[config.mk]
export PLATFORM = sky130hd
export DESIGN_NAME = pt_walker
export DESIGN_NICKNAME = d
export VERILOG_FILES = /design/src/rtl/pt_walker.sv
export SDC_FILE = /design/constraint.sdc
export NUM_CORES = 1
export LEC_CHECK = 0
export CORE_MARGIN = 2
export CORE_UTILIZATION = 50
export DETAILED_ROUTE_END_ITERATION = 10
export GPL_ROUTABILITY_DRIVEN = 0
export PLACE_DENSITY = 0.92
export SLEW_MARGIN = 40
export SYNTH_ARGS = -nofsm -noshare
export SYNTH_HDL_FRONTEND = slang
export SYNTH_SLANG_ARGS = --single-unit
[constraint.sdc]
create_clock -name clk -period 5.7 [get_ports clk]
set_input_delay 1.71 -clock clk [delete_from_list [all_inputs] [get_ports clk]]
set_output_delay 1.71 -clock clk [all_outputs]
set_load 0.01 [all_outputs]
[src/rtl/pt_walker.sv]
module pt_walker #(
  parameter int unsigned VA_W   = 32,
  parameter int unsigned IDX_W  = 10,
  parameter int unsigned OFS_W  = 12
) (
  input  logic              clk,
  input  logic              rst_n,
  input  logic [VA_W-OFS_W-1:0] root_base,
  input  logic              req_valid,
  input  logic [VA_W-1:0]   req_addr,
  input  logic              req_write,
  input  logic              req_user,
  output logic              busy,
  output logic              rsp_valid,
  output logic              rsp_fault,
  output logic [1:0]        rsp_code,
  output logic              rsp_level,
  output logic [VA_W-1:0]   rsp_paddr,
  output logic              mem_req,
  output logic              mem_we,
  output logic [VA_W-1:0]   mem_addr,
  output logic [VA_W-1:0]   mem_wdata,
  input  logic              mem_ack,
  input  logic [VA_W-1:0]   mem_rdata
);
  localparam int unsigned FR_W   = VA_W - OFS_W;
  localparam int unsigned BIG_LO = OFS_W + IDX_W;
  localparam int unsigned B_P = 0, B_W = 1, B_U = 2, B_A = 5, B_D = 6, B_BIG = 7;
  localparam logic [VA_W-1:0] A_M = VA_W'(1) << B_A;
  localparam logic [VA_W-1:0] D_M = VA_W'(1) << B_D;

  typedef enum logic [2:0] {
    S_IDLE, S_RDIR, S_CDIR, S_RTBL, S_CTBL, S_WTBL, S_WDIR, S_RESP
  } st_t;

  st_t st;
  logic [VA_W-1:0] va, de, te, pa;
  logic wr, usr, lvl;
  logic [1:0] code;

  function automatic logic [1:0] deny(input logic [VA_W-1:0] e, input logic w, input logic u);
    if (!e[B_P])           return 2'd1;
    else if (u && !e[B_U]) return 2'd3;
    else if (w && !e[B_W]) return 2'd2;
    else                   return 2'd0;
  endfunction

  wire             big      = de[B_BIG];
  wire [1:0]       dir_deny = deny(de, wr, usr);
  wire [1:0]       tbl_deny = deny(te, wr, usr);
  wire [VA_W-1:0]  de_new   = de | A_M | ((big && wr) ? D_M : '0);
  wire [VA_W-1:0]  te_new   = te | A_M | (wr ? D_M : '0);
  wire             de_chg   = de_new != de;
  wire             te_chg   = te_new != te;
  wire [VA_W-1:0]  dir_ptr  = {root_base, va[VA_W-1:BIG_LO], 2'b00};
  wire [VA_W-1:0]  tbl_ptr  = {de[VA_W-1:OFS_W], va[BIG_LO-1:OFS_W], 2'b00};
  wire             at_dir   = (st == S_RDIR) || (st == S_WDIR);

  assign busy      = st != S_IDLE;
  assign rsp_valid = st == S_RESP;
  assign rsp_fault = code != 2'd0;
  assign rsp_code  = code;
  assign rsp_level = lvl;
  assign rsp_paddr = pa;
  assign mem_req   = (st == S_RDIR) || (st == S_RTBL) || (st == S_WTBL) || (st == S_WDIR);
  assign mem_we    = (st == S_WTBL) || (st == S_WDIR);
  assign mem_addr  = at_dir ? dir_ptr : tbl_ptr;
  assign mem_wdata = (st == S_WDIR) ? de_new : te_new;

  always_ff @(posedge clk) begin
    if (!rst_n) begin
      st <= S_IDLE;
      va <= '0; de <= '0; te <= '0; pa <= '0;
      wr <= 1'b0; usr <= 1'b0; lvl <= 1'b0; code <= 2'd0;
    end else begin
      case (st)
        S_IDLE: if (req_valid) begin
          va  <= req_addr;
          wr  <= req_write;
          usr <= req_user;
          st  <= S_RDIR;
        end
        S_RDIR: if (mem_ack) begin
          de <= mem_rdata;
          st <= S_CDIR;
        end
        S_CDIR: begin
          lvl <= 1'b0;
          if (dir_deny != 2'd0) begin
            code <= dir_deny;
            pa   <= '0;
            st   <= S_RESP;
          end else if (big) begin
            code <= 2'd0;
            pa   <= {de[VA_W-1:BIG_LO], va[BIG_LO-1:0]};
            st   <= de_chg ? S_WDIR : S_RESP;
          end else begin
            st <= S_RTBL;
          end
        end
        S_RTBL: if (mem_ack) begin
          te <= mem_rdata;
          st <= S_CTBL;
        end
        S_CTBL: begin
          lvl <= 1'b1;
          if (tbl_deny != 2'd0) begin
            code <= tbl_deny;
            pa   <= '0;
            st   <= S_RESP;
          end else begin
            code <= 2'd0;
            pa   <= {te[VA_W-1:OFS_W], va[OFS_W-1:0]};
            st   <= te_chg ? S_WTBL : (de_chg ? S_WDIR : S_RESP);
          end
        end
        S_WTBL: if (mem_ack) st <= de_chg ? S_WDIR : S_RESP;
        S_WDIR: if (mem_ack) st <= S_RESP;
        default: st <= S_IDLE;
      endcase
    end
  end

  assert_accept_R10: assert property (@(posedge clk) disable iff (!rst_n)
    $rose(busy) |-> $past(req_valid));
  assert_release_R10: assert property (@(posedge clk) disable iff (!rst_n)
    rsp_valid |=> !busy);
  assert_hold_req_R11: assert property (@(posedge clk) disable iff (!rst_n)
    mem_req && !mem_ack |=> mem_req && $stable(mem_addr) && $stable(mem_we) && $stable(mem_wdata));
  assert_wb_accessed_R8: assert property (@(posedge clk) disable iff (!rst_n)
    mem_req && mem_we |-> mem_wdata[B_A] && mem_wdata[B_P]);
  assert_small_ofs_R2: assert property (@(posedge clk) disable iff (!rst_n)
    rsp_valid && !rsp_fault && rsp_level |-> rsp_paddr[OFS_W-1:0] == va[OFS_W-1:0]);
  assert_big_ofs_R3: assert property (@(posedge clk) disable iff (!rst_n)
    rsp_valid && !rsp_fault && !rsp_level |-> rsp_paddr[BIG_LO-1:0] == va[BIG_LO-1:0]);
  assert_idle_mem_R12: assert property (@(posedge clk) disable iff (!rst_n)
    !busy |-> !mem_req);
endmodule

==> out/metrics.cfg <==
[outcome]
status = finished, final reports clean

[timing]
hold_violations = 0
fin_tns_setup_ns = 0
fin_crit_ns = 4.58
tightest_slew_ns = 0.827
finalCritPeriodShare = 0.804
fin_skew_ns = 0.00727
timing.final.ws_setup_ns = 1.12
max_freq_ghz = 0.218
max_slew_margin = 0.447
rsz0062_at_grt = false
setup_viol = 0
slew_viol_final = 0
hold_ws_ns = 0.449

[grt]
grt_max_degree = 90
antenna_found_initial = 0
grt_usage = 0.269
grt_pass1_vias = 5764
grt_overflow = 0
grt_pass1_wl_um = 28200

[clocking]
cts.sinks = 136
post_cts_resized = 0
insertion_delay_ns = 0.40
cts_buffers = 17
clk_path_buf_depth = 2
htree_num_levels = 4
postCtsSetupBuffers = 0
clk_pin_slew_ns = 0.06
hold_buffers = 0
cts_tree = yes
cts-root-buf = clkbuf_16

[placed_design]
dp_hpwl_um = 11600
port_buffers = 190
place_ws_ns = 1.11

[die]
core_area_mm2 = 0.0120
num_rows = 40
die_h_um = 115
die_area_mm2 = 0.0131
ios = 194
initial_core_util = 0.512
chipWidth_um = 115

[worst_setup_path]
r2r_slack_ns = 3.00
cp_data_arrival_time_ns = 2.87
path_class = input port to primary output
worstPathRequired_ns = 3.99
r2r-start = st[2]
end_kind = primary output
cp-start-kind = input port
critPathMaxFanout = 1
cp-startpoint = root_base[5]

[yosys]
avgSynthCellArea_um2 = 8.32
yosysUniqueCellTypes = 42
synth-async-reset-ratio = 0
ys_ff_latch = 136
synth_top_flop_cell = dfxtp_1
synth_edf_count = 0
synth_top_family_by_area = compound AO/OA/AOI/OAI gates
synth_fa_ha_area_frac = 0
synth_area_mm2 = 0.00612
synth_simple_gate_area_frac = 0.183
synth.area.mux_share = 0.109
yosysWarnings = 0
synth_compound_area_frac = 0.208
post_synth_xor_area_fraction = 0
syn_inst = 735
yosysSeqAreaShare = 0.445

[layout]
syn_to_final_growth_pct = 42.1
diodes = 0
drive_gt1_frac = 0.152
nets = 982

[routing]
routed_wl_um = 17900
vias = 5961
vias_per_cell = 5.67
drc = 0
wl_per_cell_um = 17.0
firstDrtPassIters = 5
dr.first_iter.drc_count = 512
final_antenna_net_count = 0

[run]
drv_cap = 0

[pwr]
finalPower_uw = 3150
p_per_area_mw_per_mm2 = 362
p_leak_uw = 0.00301
ir_drop_v = 0.000183

[worst_hold_path]
worstHoldPathType = flip-flop to flip-flop
min_from = de[3]

cell type report:
class | count | area, um2
multi-input combinational | 528 | 3100
tap | 147 | 184
clock buffer | 19 | 453
clock inverter | 13 | 193
inverter | 6 | 27.5
sequential | 136 | 2720
timing repair buffer | 203 | 2020
fill | 877 | 3260
Yosys cell counts, types with 2 or more instances:
master / n / area (um2)
a211oi_1: 4 / 30.0
a211oi_2: 20 / 250
a21oi_1: 127 / 636
a22oi_1: 18 / 135
a22oi_2: 2 / 25.0
and2_1: 2 / 12.5
buf_2: 16 / 80.1
buf_4: 5 / 37.5
buf_6: 3 / 33.8
clkbuf_1: 41 / 154
conb_1: 2 / 7.51
dfxtp_1: 136 / 2720
inv_1: 5 / 18.8
mux2_2: 59 / 664
nand2_1: 221 / 830
nand2b_1: 5 / 31.3
nand3_1: 2 / 10.0
nand4_1: 13 / 81.3
nor2_1: 7 / 26.3
nor2b_1: 4 / 25.0
nor3_1: 3 / 15.0
nor3b_1: 2 / 15.0
o21a_1: 2 / 15.0
o21ai_0: 6 / 30.0
o22ai_1: 12 / 75.1
or2_2: 2 / 12.5
state kept, by name, summed over array words and instances (netlist names):
register	count
wr	1
usr	1
rsp_code	2
rsp_level	1
rsp_paddr	32
st	3
te	32
va	32
de	32
kinds of logic after synthesis:
logic type | Yosys count
mux | 59
compound gates | 200
buf+inv | 72
flops | 136
other cells | 2
simple gates | 266
power breakdown:
group	internal, uW	switching, uW
clock network	761	417
logic	417	421
registers	1050	84.3
total	2230	922
cells in the final DEF (no fill, tap or decap), types with 2 or more instances in the layout:
| cell | synthesis | layout |
|---|---|---|
| nor2b_1 | 4 | 4 |
| a21oi_1 | 127 | 127 |
| a211oi_1 | 4 | 4 |
| a22oi_1 | 18 | 18 |
| mux2_2 | 59 | 59 |
| dfxtp_1 | 136 | 136 |
| buf_4 | 5 | 12 |
| or2_2 | 2 | 2 |
| nor3_1 | 3 | 2 |
| nand2_1 | 221 | 221 |
| clkbuf_8 | 0 | 2 |
| a22oi_2 | 2 | 2 |
| nand2b_1 | 5 | 5 |
| clkbuf_16 | 0 | 17 |
| bufinv_16 | 0 | 4 |
| o22ai_1 | 12 | 12 |
| conb_1 | 2 | 3 |
| clkdlybuf4s50_1 | 0 | 190 |
| nor3b_1 | 2 | 2 |
| nor2_1 | 7 | 6 |
| clkinv_4 | 0 | 3 |
| clkinvlp_4 | 0 | 2 |
| a211oi_2 | 20 | 20 |
| inv_1 | 5 | 5 |
| o21a_1 | 2 | 2 |
| nand4_1 | 13 | 13 |
| o21ai_0 | 6 | 6 |
| inv_6 | 0 | 4 |
per-layer routing:
metal  share of wire  up-vias  track usage
li1                -     2859            -
met1            0.41     2845        0.315
met2            0.50      218        0.474
met3           0.063       39       0.0619
met4           0.024        0        0.109
met5               0        -            0
final timing paths:
| path | end | depth (start not counted) |
|---|---|---|
| max | mem_addr[17] | 3 |
| min | de[3] | 2 |
| max reg2reg | rsp_paddr[4] | 4 |
| min reg2reg | de[3] | 2 |
per-stage QoR:
step,std cells,instance area [um2],utilization
2_1_floorplan,736,6120,-
3_3_place_gp,1019,8010,0.670
3_5_place_dp,1020,8050,0.673
4_1_cts,1052,8690,0.727
5_1_grt,1052,8700,0.727
6_report,1052,8700,0.727
critical path: stages:
cell	delay [ns]
clkdlybuf4s50_1	0.42
mux2_2	0.26
clkdlybuf4s50_1	0.48
(Power assumes the default switching activity.)
